[config.mk]
export PLATFORM = sky130hd
export DESIGN_NAME = pwr_seq_ctrl
export DESIGN_NICKNAME = d
export VERILOG_FILES = /design/src/rtl/pwr_seq_pkg.sv /design/src/rtl/pwr_seq_sync.sv /design/src/rtl/pwr_seq_delay.sv /design/src/rtl/pwr_seq_ctrl.sv
export SDC_FILE = /design/constraint.sdc
export NUM_CORES = 1
export LEC_CHECK = 0
export ABC_CLOCK_PERIOD_IN_PS = 4300
export BUFFER_PORTS_ARGS = -buffer_cell sky130_fd_sc_hd__buf_2
export CORE_MARGIN = 4
export CORE_UTILIZATION = 50
export DETAILED_ROUTE_END_ITERATION = 10
export MAX_ROUTING_LAYER = met4
export PLACE_DENSITY = 0.72
export RECOVER_POWER = 50
export SLEW_MARGIN = 20
export SYNTH_ARGS = -nofsm -noshare
export SYNTH_HDL_FRONTEND = slang
export SYNTH_SLANG_ARGS = --single-unit
[constraint.sdc]
create_clock -name clk -period 4.3 [get_ports clk]
set_input_delay 0.215 -clock clk [delete_from_list [all_inputs] [get_ports clk]]
set_output_delay 0.215 -clock clk [all_outputs]
set_load 0.02 [all_outputs]
[src/rtl/pwr_seq_pkg.sv]
package pwr_seq_pkg;

    typedef enum logic [1:0] {
        ST_IDLE = 2'b00,
        ST_UP   = 2'b01,
        ST_ON   = 2'b10,
        ST_DN   = 2'b11
    } seq_state_e;

    // Ramp states are the only ones in which the tick counter runs.
    function automatic logic is_ramping(input seq_state_e s);
        return (s == ST_UP) || (s == ST_DN);
    endfunction

endpackage

[src/rtl/pwr_seq_sync.sv]
module pwr_seq_sync #(
    parameter int STAGES = 2
) (
    input  logic clk,
    input  logic rst,
    input  logic d_in,
    output logic d_out
);
    logic [STAGES-1:0] chain_q;

    generate
        for (genvar g = 0; g < STAGES; g++) begin : g_stage
            always_ff @(posedge clk) begin
                if (rst) chain_q[g] <= 1'b0;
                else if (g == 0) chain_q[g] <= d_in;
                else chain_q[g] <= chain_q[(g == 0) ? 0 : g-1];
            end
        end
    endgenerate

    assign d_out = chain_q[STAGES-1];
endmodule

[src/rtl/pwr_seq_delay.sv]
module pwr_seq_delay #(
    parameter int FIRST_TICKS = 9,
    parameter int STEP_TICKS  = 8,
    localparam int FIRST_TGT  = FIRST_TICKS + 1,
    localparam int MAX_TGT    = (FIRST_TGT > STEP_TICKS) ? FIRST_TGT : STEP_TICKS,
    localparam int CNT_W      = $clog2(MAX_TGT + 1)
) (
    input  logic clk,
    input  logic rst,
    input  logic clear,
    input  logic run,
    input  logic first,
    input  logic tick,
    output logic step_done
);
    localparam logic [CNT_W-1:0] FIRST_LAST = CNT_W'(FIRST_TGT - 1);
    localparam logic [CNT_W-1:0] STEP_LAST  = CNT_W'(STEP_TICKS - 1);

    logic [CNT_W-1:0] cnt_q;
    logic [CNT_W-1:0] last_val;

    assign last_val  = first ? FIRST_LAST : STEP_LAST;
    assign step_done = run && !clear && tick && (cnt_q == last_val);

    always_ff @(posedge clk) begin
        if (rst || clear || step_done) cnt_q <= '0;
        else if (run && tick)          cnt_q <= cnt_q + 1'b1;
    end

    // the counter never passes the longest step length.
    a_r3_cnt_bound: assert property (@(posedge clk) disable iff (rst)
        cnt_q < CNT_W'(MAX_TGT));

    // when not running, ticks leave the count unchanged.
    a_r10_cnt_quiet: assert property (@(posedge clk) disable iff (rst)
        (!run && !clear) |=> $stable(cnt_q));
endmodule

[src/rtl/pwr_seq_ctrl.sv]
module pwr_seq_ctrl
    import pwr_seq_pkg::*;
#(
    parameter int NUM_RAILS   = 3,
    parameter int FIRST_TICKS = 9,
    parameter int STEP_TICKS  = 8,
    parameter int SYNC_STAGES = 2,
    localparam int LVL_W      = $clog2(NUM_RAILS + 1)
) (
    input  logic                 clk,
    input  logic                 rst,
    input  logic                 en_req,
    input  logic                 tick,
    input  logic                 inv_pol,
    output logic [NUM_RAILS-1:0] flag_out,
    output logic [NUM_RAILS-1:0] flag_raw,
    output logic [1:0]           seq_status
);
    localparam logic [LVL_W-1:0] LVL_FULL = LVL_W'(NUM_RAILS);

    seq_state_e       state_q, state_d;
    logic [LVL_W-1:0] level_q, level_d;
    logic             first_q, first_d;
    logic             clear;
    logic             en_s;
    logic             step_done;

    pwr_seq_sync #(.STAGES(SYNC_STAGES)) sync_i (
        .clk   (clk),
        .rst   (rst),
        .d_in  (en_req),
        .d_out (en_s)
    );

    pwr_seq_delay #(.FIRST_TICKS(FIRST_TICKS), .STEP_TICKS(STEP_TICKS)) delay_i (
        .clk       (clk),
        .rst       (rst),
        .clear     (clear),
        .run       (is_ramping(state_q)),
        .first     (first_q),
        .tick      (tick),
        .step_done (step_done)
    );

    always_comb begin
        state_d = state_q;
        level_d = level_q;
        first_d = first_q;
        clear   = 1'b0;
        unique case (state_q)
            ST_IDLE: if (en_s) begin
                state_d = ST_UP;
                first_d = 1'b1;
                clear   = 1'b1;
            end
            ST_UP: begin
                if (!en_s) begin
                    clear   = 1'b1;
                    first_d = 1'b1;
                    state_d = (level_q == '0) ? ST_IDLE : ST_DN;
                end else if (step_done) begin
                    level_d = level_q + 1'b1;
                    first_d = 1'b0;
                    if (level_d == LVL_FULL) state_d = ST_ON;
                end
            end
            ST_ON: if (!en_s) begin
                state_d = ST_DN;
                first_d = 1'b1;
                clear   = 1'b1;
            end
            ST_DN: begin
                if (en_s) begin
                    clear   = 1'b1;
                    first_d = 1'b1;
                    state_d = (level_q == LVL_FULL) ? ST_ON : ST_UP;
                end else if (step_done) begin
                    level_d = level_q - 1'b1;
                    first_d = 1'b0;
                    if (level_d == '0) state_d = ST_IDLE;
                end
            end
            default: state_d = ST_IDLE;
        endcase
    end

    always_ff @(posedge clk) begin
        if (rst) begin
            state_q <= ST_IDLE;
            level_q <= '0;
            first_q <= 1'b1;
        end else begin
            state_q <= state_d;
            level_q <= level_d;
            first_q <= first_d;
        end
    end

    generate
        for (genvar i = 0; i < NUM_RAILS; i++) begin : g_flag
            assign flag_raw[i] = (level_q > LVL_W'(i));
            assign flag_out[i] = flag_raw[i] ^ inv_pol;
        end
    endgenerate

    assign seq_status = state_q;

    // idle-off never shows an asserted flag.
    a_r1_idle_no_flags: assert property (@(posedge clk) disable iff (rst)
        (seq_status == 2'b00) |-> (flag_raw == '0));

    // flags always form a contiguous run from flag 0 upward.
    a_r2_thermometer: assert property (@(posedge clk) disable iff (rst)
        ((flag_raw + 1'b1) & flag_raw) == '0);

    // at most one flag changes per clock.
    a_r6_one_step: assert property (@(posedge clk) disable iff (rst)
        $countones(flag_raw ^ $past(flag_raw)) <= 1);

    // all-on status implies every flag asserted.
    a_r9_allon_full: assert property (@(posedge clk) disable iff (rst)
        (seq_status == 2'b10) |-> (&flag_raw));

    // a drop before the first flag goes straight back to idle-off.
    a_r5_glitch_idle: assert property (@(posedge clk) disable iff (rst)
        (state_q == ST_UP && level_q == '0 && !en_s) |=>
            (seq_status == 2'b00 && flag_raw == '0));

    // no flag moves while idle-off or all-on.
    a_r10_hold_flags: assert property (@(posedge clk) disable iff (rst)
        (state_q == ST_IDLE || state_q == ST_ON) |=> $stable(flag_raw));
endmodule

==> qor.yml <==
sta:
  grt_setup_unrepaired: "no"
  fin_ws_ps: 2131
  min_period_ps: 2169
  tns_ps: 0
  finalSetupViolations: 0
  finalHoldViolCount: 0
  fin_skew_ps: 2.024
  period_share: 0.5045
  max-slew-margin-rel: 0.7104
  worst_pin_slew_ps: 434.5
  hold_slack_ps: 147.4
  maxSlewViolCount: 0
  fmax_mhz: 461.0
yosys:
  yosys_warnings: 0
  syn-num-nets: 97
  synth_edf_count: 0
  syn_area_um2: 805.8
  ys_types: 31
  synth_top_family_by_area: "simple AND/OR/NAND/NOR gates"
  synthXorXnorAreaFrac: 0.1071
  synth_flop_cell: "dfxtp_1"
  syn_inst: 82
  synth-simple-area-share: 0.2096
  async_flop_share: 0
  seq_area_frac_synth: 0.2733
  synth_seq_cells: 11
  synth_compound_area_frac: 0.1661
  synth_adder_area_share: 0.1553
  syn_area_per_cell_um2: 9.827
  synthMuxAreaShare: 0.02950
layout:
  diodes: 0
  drive_gt1_frac: 0.1579
  final_cells: 111
  areaGrowthSynthToFinish_pct: 9.472
  num-nets-final: 111
  final_util: 0.5855
  fin_area_um2: 882.1
power_and_ir_drop:
  power.density_nw_per_um2: 274.2
  ir_worst_vdd_mv: 0.1670
  power_mw: 0.2418
  p_leak_nw: 0.3335
grt:
  grt_pass1_vias: 534
  overflow: 0
  grt_use_total: 0.1515
  grt_pass1_wl_um: 2394
  grt_start_max_net_pins: 12
  antenna_found_initial: 0
placed_design:
  post-place-cells: 107
  placed_area_um2: 864.6
  port-buffer-count: 12
  gp_congestion: 0.8297
  hpwl_um: 1107
  dp_slack_ps: 2152
run:
  drv_cap: 0
floorplan:
  fp.coreArea_um2: 1506
  start_util: 0.5349
  dieArea_um2: 2318
  rows: 14
  die_y_um: 48.15
  io_pins: 13
  fp.dieW_um: 48.15
clock_network:
  insertion_delay_ps: 280
  post-cts-setup-buffers: 0
  root_buffer: "clkbuf_4"
  cts_tree: "built"
  path_clk_slew_ps: 70
  cts_sinks: 11
  cts_resized: 0
  cts_buffers: 3
  htreeDepth: 1
  hold_buffers: 0
  ctsLongestPathBuffers: 2
route:
  wl_per_cell_um: 12.48
  drtPass1Iterations: 3
  num_vias: 597
  ant_nets: 0
  drt_wl_total_um: 1385
  drt_iter0_drc: 5
  drc: 0
  viasPerCell: 5.378
worst_setup_path:
  r2r_slack_ps: 2130
  critical_path.endpoint_type: "flop"
  cp.required_ps: 4490
  crit_type: "flop to flop"
  cp-start-kind: "flop"
  cp_max_fo: 4
  worst_ep_arrival_time_ps: 2360
status:
  status: "finished, final reports clean"
worst_hold_path:
  min_path_type: "primary input to flop"
==> cells in the final DEF, fill, tap and decap left out <==
master      n
dfxtp_1    11
ha_1       10
clkbuf_1    8
inv_1       7
nor2_1      7
nand2_1     5
buf_2       5
xnor2_1     4
xor2_1      4
nor2b_1     4
a21oi_1     3
clkbuf_4    3
nand4bb_4   2
nor3_1      2
or4_1       2
o31ai_1     2
a2bb2oi_1   1
xor2_2      1
o211ai_1    1
a211oi_2    1
or3_1       1
o21a_1      1
mux2i_1     1
a2111oi_4   1
mux2i_2     1
o21ai_2     1
nand2b_1    1
o22ai_1     1
o21bai_1    1
a211oi_1    1
a221o_1     1
nand4_1     1
==> power by group <==
| part | switching, mW | internal, mW | total (mW) | leakage (nW) |
|---|---|---|---|---|
| combinational | 0.0346 | 0.0223 | 0.0568 | 0.229 |
| clock | 0.0379 | 0.0360 | 0.0739 | 0.0150 |
| sequential | 0.00499 | 0.106 | 0.111 | 0.0893 |
| total | 0.0774 | 0.164 | 0.242 | 0.333 |
==> worst max-delay path, stage by stage, from the launching register on <==
cell and delay [ps]:
dfxtp_1 380, inv_1 110, ha_1 330, xor2_2 190
a2111oi_4 350, o21ai_2 110, or4_1 530, o31ai_1 90
==> worst paths after layout <==
kind | from | endpoint | cells after the start
worst max-delay path | seq_status[0] | seq_status[1] | 7
worst min-delay path | en_req | sync_i.chain_q[0] | 2
worst max register to register | seq_status[0] | seq_status[1] | 7
worst min register to register | sync_i.chain_q[0] | sync_i.d_out | 1
==> cell families (layout without fill, tap and decap cells) <==
logic type	Yosys count	after routing
flip-flops	11	11
XOR/XNOR	9	9
adder cells (fa/ha/maj)	10	10
multiplexers	2	2
AND/OR/NAND/NOR	25	25
AO/OA/AOI/OAI	15	15
buffers and inverters	10	23
==> metal layers <==
metal	up-vias	share of wire	wire length, um	global-route usage
met2	13	0.42	588	0.2031
met1	274	0.50	691	0.2152
met4	0	0.012	17	0.04839
met5	-	0	0	-
met3	2	0.064	88	0.04428
li1	308	-	-	-
==> synthesized netlist by cell type, types with 2 or more instances <==
cell,instances,area [um^2]
nand2_1,5,18.77
nor2b_1,4,25.02
xnor2_1,4,35.03
or4_1,2,15.01
nand4bb_4,2,55.05
a21oi_1,3,15.01
o31ai_1,2,15.01
ha_1,10,125.1
nor2_1,7,26.28
dfxtp_1,11,220.2
inv_1,7,26.28
buf_2,2,10.01
xor2_1,4,35.03
nor3_1,2,10.01
==> cell type report <==
cell class	instances	area, um^2
Tap cell	16	20.02
Inverter	7	26.28
Sequential cell	11	220.2
Fill cell	144	624.3
Timing Repair Buffer	12	51.30
Clock buffer	4	26.28
Multi-Input combinational cell	61	538.0
==> flip-flops by register name, summed over array words and instances, names as in the netlist <==
register        cells
delay_i.cnt_q       4
first_q             1
level_q             2
seq_status          2
sync_i.chain_q      1
sync_i.d_out        1
No activity file was read; power rests on OpenSTA's default activity.
